--- config.mk ---
export PLATFORM = sky130hd
export DESIGN_NAME = tlb_hidden_init
export DESIGN_NICKNAME = d
export VERILOG_FILES = /design/src/rtl/tlb_pkg.sv /design/src/rtl/tlb_entry.sv /design/src/rtl/tlb_match_encode.sv /design/src/rtl/tlb_shutdown_flag.sv /design/src/rtl/tlb_hidden_init.sv
export SDC_FILE = /design/constraint.sdc
export NUM_CORES = 1
export LEC_CHECK = 0
export ABC_CLOCK_PERIOD_IN_PS = 6000
export BUFFER_PORTS_ARGS = -buffer_cell sky130_fd_sc_hd__buf_4
export CELL_PAD_IN_SITES_DETAIL_PLACEMENT = 2
export CELL_PAD_IN_SITES_GLOBAL_PLACEMENT = 2
export CORE_MARGIN = 4
export CORE_UTILIZATION = 41
export CTS_CLUSTER_SIZE = 16
export DETAILED_ROUTE_END_ITERATION = 12
export PLACE_DENSITY_LB_ADDON = 0.15
export SYNTH_ARGS = -nofsm -noshare
export SYNTH_HDL_FRONTEND = slang
export SYNTH_HIERARCHICAL = 1
export SYNTH_SLANG_ARGS = --single-unit
--- constraint.sdc ---
create_clock -name clk_i -period 6 [get_ports clk_i]
set_input_delay 0.3 -clock clk_i [delete_from_list [all_inputs] [get_ports clk_i]]
set_output_delay 0.3 -clock clk_i [all_outputs]
set_load 0.05 [all_outputs]
--- src/rtl/tlb_pkg.sv ---
package tlb_pkg;
  localparam int unsigned TLB_ENTRIES = 8;
  localparam int unsigned TLB_VPN_W   = 20;
  localparam int unsigned TLB_ASID_W  = 8;
  localparam int unsigned TLB_PFN_W   = 20;
endpackage

--- src/rtl/tlb_entry.sv ---
module tlb_entry #(
  parameter int unsigned VPN_W  = tlb_pkg::TLB_VPN_W,
  parameter int unsigned ASID_W = tlb_pkg::TLB_ASID_W,
  parameter int unsigned PFN_W  = tlb_pkg::TLB_PFN_W
) (
  input  logic              clk_i,
  input  logic              rst_ni,
  input  logic              soft_rst_i,
  input  logic              we_i,
  input  logic [VPN_W-1:0]  wvpn_i,
  input  logic [ASID_W-1:0] wasid_i,
  input  logic              wglobal_i,
  input  logic [PFN_W-1:0]  wpfn_i,
  input  logic [VPN_W-1:0]  lvpn_i,
  input  logic [ASID_W-1:0] lasid_i,
  output logic              match_o,
  output logic [VPN_W-1:0]  vpn_o,
  output logic [ASID_W-1:0] asid_o,
  output logic              global_o,
  output logic [PFN_W-1:0]  pfn_o
);
  logic              hid_q;
  logic [VPN_W-1:0]  vpn_q;
  logic [ASID_W-1:0] asid_q;
  logic              global_q;
  logic [PFN_W-1:0]  pfn_q;
  logic              wr_ok;

  assign wr_ok = we_i & ~soft_rst_i;

  // Storage is intentionally not reset
  always_ff @(posedge clk_i) begin
    if (wr_ok) begin
      vpn_q    <= wvpn_i;
      asid_q   <= wasid_i;
      global_q <= wglobal_i;
      pfn_q    <= wpfn_i;
    end
  end

  always_ff @(posedge clk_i or negedge rst_ni) begin
    if (!rst_ni)         hid_q <= 1'b1;
    else if (soft_rst_i) hid_q <= 1'b1;
    else if (wr_ok)      hid_q <= 1'b0;
  end

  assign match_o  = ~hid_q & (vpn_q == lvpn_i) & (global_q | (asid_q == lasid_i));
  assign vpn_o    = vpn_q;
  assign asid_o   = asid_q;
  assign global_o = global_q;
  assign pfn_o    = pfn_q;
endmodule

--- src/rtl/tlb_match_encode.sv ---
module tlb_match_encode #(
  parameter int unsigned ENTRIES = tlb_pkg::TLB_ENTRIES,
  localparam int unsigned IDX_W  = (ENTRIES > 1) ? $clog2(ENTRIES) : 1,
  localparam int unsigned CNT_W  = $clog2(ENTRIES + 1)
) (
  input  logic [ENTRIES-1:0] match_i,
  input  logic               valid_i,
  output logic               hit_o,
  output logic [IDX_W-1:0]   idx_o,
  output logic               multi_o
);
  logic [CNT_W-1:0] cnt;
  logic [IDX_W-1:0] low_idx;

  always_comb begin
    cnt     = '0;
    low_idx = '0;
    for (int i = ENTRIES - 1; i >= 0; i--) begin
      if (match_i[i]) begin
        cnt     = cnt + CNT_W'(1);
        low_idx = IDX_W'(i);
      end
    end
  end

  assign hit_o   = valid_i & (cnt != '0);
  assign multi_o = valid_i & (cnt > CNT_W'(1));
  assign idx_o   = hit_o ? low_idx : '0;
endmodule

--- src/rtl/tlb_shutdown_flag.sv ---
module tlb_shutdown_flag (
  input  logic clk_i,
  input  logic rst_ni,
  input  logic soft_rst_i,
  input  logic multi_i,
  output logic flag_o
);
  logic flag_q;

  always_ff @(posedge clk_i or negedge rst_ni) begin
    if (!rst_ni)         flag_q <= 1'b0;
    else if (soft_rst_i) flag_q <= 1'b0;
    else if (multi_i)    flag_q <= 1'b1;
  end

  assign flag_o = flag_q;
endmodule

--- src/rtl/tlb_hidden_init.sv ---
module tlb_hidden_init #(
  parameter int unsigned ENTRIES = tlb_pkg::TLB_ENTRIES,
  parameter int unsigned VPN_W   = tlb_pkg::TLB_VPN_W,
  parameter int unsigned ASID_W  = tlb_pkg::TLB_ASID_W,
  parameter int unsigned PFN_W   = tlb_pkg::TLB_PFN_W,
  localparam int unsigned IDX_W  = (ENTRIES > 1) ? $clog2(ENTRIES) : 1
) (
  input  logic              clk_i,
  input  logic              rst_ni,
  input  logic              soft_rst_i,
  input  logic              wr_en_i,
  input  logic [IDX_W-1:0]  wr_idx_i,
  input  logic [VPN_W-1:0]  wr_vpn_i,
  input  logic [ASID_W-1:0] wr_asid_i,
  input  logic              wr_global_i,
  input  logic [PFN_W-1:0]  wr_pfn_i,
  input  logic [IDX_W-1:0]  rd_idx_i,
  output logic [VPN_W-1:0]  rd_vpn_o,
  output logic [ASID_W-1:0] rd_asid_o,
  output logic              rd_global_o,
  output logic [PFN_W-1:0]  rd_pfn_o,
  input  logic              lk_valid_i,
  input  logic [VPN_W-1:0]  lk_vpn_i,
  input  logic [ASID_W-1:0] lk_asid_i,
  output logic              lk_hit_o,
  output logic [IDX_W-1:0]  lk_idx_o,
  output logic [PFN_W-1:0]  lk_pfn_o,
  output logic              lk_multi_o,
  output logic              shutdown_o
);
  logic [ENTRIES-1:0] match;
  logic [ENTRIES-1:0] ent_we;
  logic [VPN_W-1:0]   ent_vpn    [ENTRIES];
  logic [ASID_W-1:0]  ent_asid   [ENTRIES];
  logic               ent_global [ENTRIES];
  logic [PFN_W-1:0]   ent_pfn    [ENTRIES];
  logic               hit;
  logic [IDX_W-1:0]   hit_idx;
  logic               multi;

  for (genvar g = 0; g < ENTRIES; g++) begin : g_ent
    assign ent_we[g] = wr_en_i & (wr_idx_i == IDX_W'(g));
    tlb_entry #(.VPN_W(VPN_W), .ASID_W(ASID_W), .PFN_W(PFN_W)) u_ent (
      .clk_i     (clk_i),
      .rst_ni    (rst_ni),
      .soft_rst_i(soft_rst_i),
      .we_i      (ent_we[g]),
      .wvpn_i    (wr_vpn_i),
      .wasid_i   (wr_asid_i),
      .wglobal_i (wr_global_i),
      .wpfn_i    (wr_pfn_i),
      .lvpn_i    (lk_vpn_i),
      .lasid_i   (lk_asid_i),
      .match_o   (match[g]),
      .vpn_o     (ent_vpn[g]),
      .asid_o    (ent_asid[g]),
      .global_o  (ent_global[g]),
      .pfn_o     (ent_pfn[g])
    );
  end

  tlb_match_encode #(.ENTRIES(ENTRIES)) u_enc (
    .match_i(match),
    .valid_i(lk_valid_i),
    .hit_o  (hit),
    .idx_o  (hit_idx),
    .multi_o(multi)
  );

  tlb_shutdown_flag u_sd (
    .clk_i     (clk_i),
    .rst_ni    (rst_ni),
    .soft_rst_i(soft_rst_i),
    .multi_i   (multi),
    .flag_o    (shutdown_o)
  );

  assign lk_hit_o    = hit;
  assign lk_idx_o    = hit_idx;
  assign lk_multi_o  = multi;
  assign lk_pfn_o    = hit ? ent_pfn[hit_idx] : '0;

  assign rd_vpn_o    = ent_vpn[rd_idx_i];
  assign rd_asid_o   = ent_asid[rd_idx_i];
  assign rd_global_o = ent_global[rd_idx_i];
  assign rd_pfn_o    = ent_pfn[rd_idx_i];
endmodule

==> flow_metrics.py <==
metrics = {
    "run_status": {
        "outcome": "finished, violations left",
        "violations": "negative setup slack",
    },
    "synth": {
        "synth.avg_cell_area_um2": 17.02,
        "muxShareOfSynthArea_pct": 18.41,
        "yosys_warnings": 6,
        "synth_cell_types": 54,
        "synth-edff-count": 392,
        "synth_compound_area_share_pct": 2.784,
        "synth_top_family_by_area": "multiplexers",
        "yosysTopAreaCell": "edfxtp_1",
        "ys_seq_area_share_pct": 60.45,
        "ys_ff_latch": 401,
        "synthAdderAreaFrac_pct": 0.5039,
        "syn_inst": 1167,
        "synthXorXnorAreaFrac_pct": 10.77,
        "ys_async_sr_fraction_pct": 2.244,
        "synth_simple_gate_area_share_pct": 4.951,
        "synth_area_mm2": 0.01986,
        "synth-main-ff-cell": "edfxtp_1",
        "synth_fp_nets": 1263,
        "synthTopCellsByArea": "edfxtp_1 59%, mux4_2 13%, xor2_1 8.6%",
        "yosysTopAreaCellShare_pct": 59.26,
    },
    "global_route": {
        "grt_pass1_wl_mm": 92.44,
        "grt_antenna_before_repair": 3,
        "grt_pass1_vias": 13890,
        "grt_max_degree": 59,
        "grt_overflow": 0,
        "track_usage_pct": 23.56,
    },
    "placement": {
        "numPortBuffers": 162,
        "post-dp-hpwl_mm": 40.13,
        "placed_cells": 2029,
        "post-place-ws_ps": -904.1,
        "placed_area_mm2": 0.02325,
        "routabilityCongestion": 0.7956,
    },
    "setup_path": {
        "cp_common_cell": "ha_4",
        "slowest_stage": "mux4_2",
        "path_class": "flip-flop to output pin",
        "startpoint_type": "flip-flop",
        "crit_path_max_incr_delay_ps": 520,
        "crit_required_ps": 5700,
        "cp.arrival_ps": 6990,
        "crit_path_end_kind": "output pin",
        "critPathMaxFanout": 6,
    },
    "layout": {
        "final_common_cell": "edfxtp_1",
        "utilization_pct": 53.97,
        "final_cells": 2192,
        "area_growth_pct": 30.00,
        "final_nets": 1637,
        "most-common-layout-cells": "392 x edfxtp_1, 279 x buf_4, 195 x xor2_1, 118 x mux4_2, 69 x mux2_2",
        "finalInstanceArea_mm2": 0.02582,
        "drive_gt1_share_pct": 46.07,
    },
    "floorplanning": {
        "pin_count": 163,
        "core_area_mm2": 0.04785,
        "dieArea_mm2": 0.05203,
        "die_x_um": 228.1,
        "row_count": 80,
        "initial_core_util_pct": 41.51,
        "die_h_um": 228.1,
    },
    "cts": {
        "cts.clk_slew.worst_paths_ps": 60,
        "cts_root_buffer": "clkbuf_16",
        "cts.sinks": 401,
        "clock_latency_ps": 580,
        "ctsLongestPathBuffers": 3,
        "htreeDepth": 2,
        "cts_made_buffers": 46,
        "cts_tree": "yes",
    },
    "timing": {
        "tightest_slew_ps": 1168,
        "worst_clock_skew_ps": 12.88,
        "relSlewSlack_pct": 21.98,
        "post-route-min-period_ps": 7291,
        "setup_tns_ps": -28240,
        "rsz0062_at_grt": "true",
        "finalMaxSlewViolations": 0,
        "hold_viol": 0,
        "layout_setup_ws_ps": -1291,
        "finalSetupViolCount": 25,
        "fmax_ghz": 0.1372,
        "holdWs_ps": 101.1,
        "fin_crit_sh_pct": 121.5,
    },
    "pwr": {
        "powerDensity_mw_per_mm2": 251.9,
        "fin_total_pwr_mw": 6.504,
        "ir_drop_mv": 0.2006,
        "p_leak_nw": 8.931,
    },
    "min_path": {
        "worstHoldPathType": "primary input to async pin",
    },
    "run": {
        "cap_violations": 0,
    },
    "drt": {
        "dr_total_vias": 12380,
        "wirelength_mm": 63.95,
        "drc": 0,
        "postRouteAntennaNets": 0,
        "via_per_inst": 5.646,
        "first_pass_iters": 5,
        "dr.first_iter.drc_count": 776,
        "wire_per_inst_um": 29.17,
    },
}
-- worst paths after layout --
kind,depth (start not counted),slack (ps),to,start
max in group asynchronous,2,5680,g_ent[6].u_ent/hid_q,rst_ni
hold / removal,2,100,u_sd/flag_o,rst_ni
min in group clk_i,2,140,g_ent[2].u_ent/hid_q,soft_rst_i
setup reg to reg,29,300,u_sd/flag_o,g_ent[6].u_ent/vpn_o[6]
hold reg to reg,1,490,u_sd/flag_o,u_sd/flag_o
setup / recovery,31,-1290,lk_pfn_o[13],g_ent[6].u_ent/vpn_o[6]
-- registers in the layout, summed over array words and instances, names as in the netlist --
name and count:
g_ent.u_ent/hid_q 8, g_ent.u_ent/global_o 8, g_ent.u_ent/asid_o 64, u_sd/flag_o 1
g_ent.u_ent/pfn_o 160, g_ent.u_ent/vpn_o 160
-- kinds of logic after synthesis --
| logic type | after synthesis |
|---|---|
| fa+ha+maj | 8 |
| mux | 209 |
| flops | 401 |
| compound gates | 79 |
| xor+xnor | 239 |
| buf+inv | 86 |
| simple gates | 145 |
-- Yosys cell counts (5+ instances only) --
master	instances
a21oi_1	14
buf_2	19
o21ai_0	21
nand4_1	17
edfxtp_1	392
nor4_2	24
nor3_1	15
dfstp_2	8
nor3_2	8
nand2b_1	6
nor4_1	17
nand2_1	10
nor2_1	25
inv_1	35
mux2i_1	21
or3_1	8
ha_1	8
xnor2_1	39
clkbuf_1	23
a21o_1	9
nand3_1	5
xor2_1	196
mux4_2	118
mux2_2	70
a221oi_1	20
-- metal layers --
| metal | track usage (%) | share of wire (%) | vias up |
|---|---|---|---|
| met2 | 40.85 | 50 | 328 |
| li1 | - | - | 5383 |
| met1 | 31.49 | 43 | 6589 |
| met5 | 0 | 0.042 | - |
| met3 | 3.693 | 4.9 | 73 |
| met4 | 5.377 | 1.7 | 4 |
-- worst max-delay path: cells and delay by family, from the launching register on --
kind            cells  cell delay [ps]
flops               1              420
fa+ha+maj           6             1340
buf+inv             7              890
compound gates      6              930
simple gates        7             1460
xor+xnor            2              350
mux                 3              990
-- report_power, final --
part / internal (mW) / switching, mW / leakage [nW]
Clock: 1.51 / 1.12 / 0.682
Sequential: 3.14 / 0.0346 / 3.64
Combinational: 0.286 / 0.413 / 4.61
Total: 4.94 / 1.57 / 8.93
-- layout make-up --
class	count	area, um2
antenna	1	2.502
clock buffer	63	1266
clock inverter	20	121.4
fill	4229	22020
inverter	35	131.4
multi-input combinational	680	8174
sequential	401	12010
tap	615	769.5
timing repair buffer	377	3351
-- what timing repair did --
| action | CTS | global route |
|---|---|---|
| resized for setup | 57 | 47 |
| cloned | 1 | 6 |
| hold buffers | 50 | 0 |
| endpoints found under the setup margin | 25 | 25 |
| hold endpoints to repair | 401 | 0 |
| pin swaps | 13 | 16 |
| setup buffers | 12 | 11 |
(Power assumes the default switching activity.)
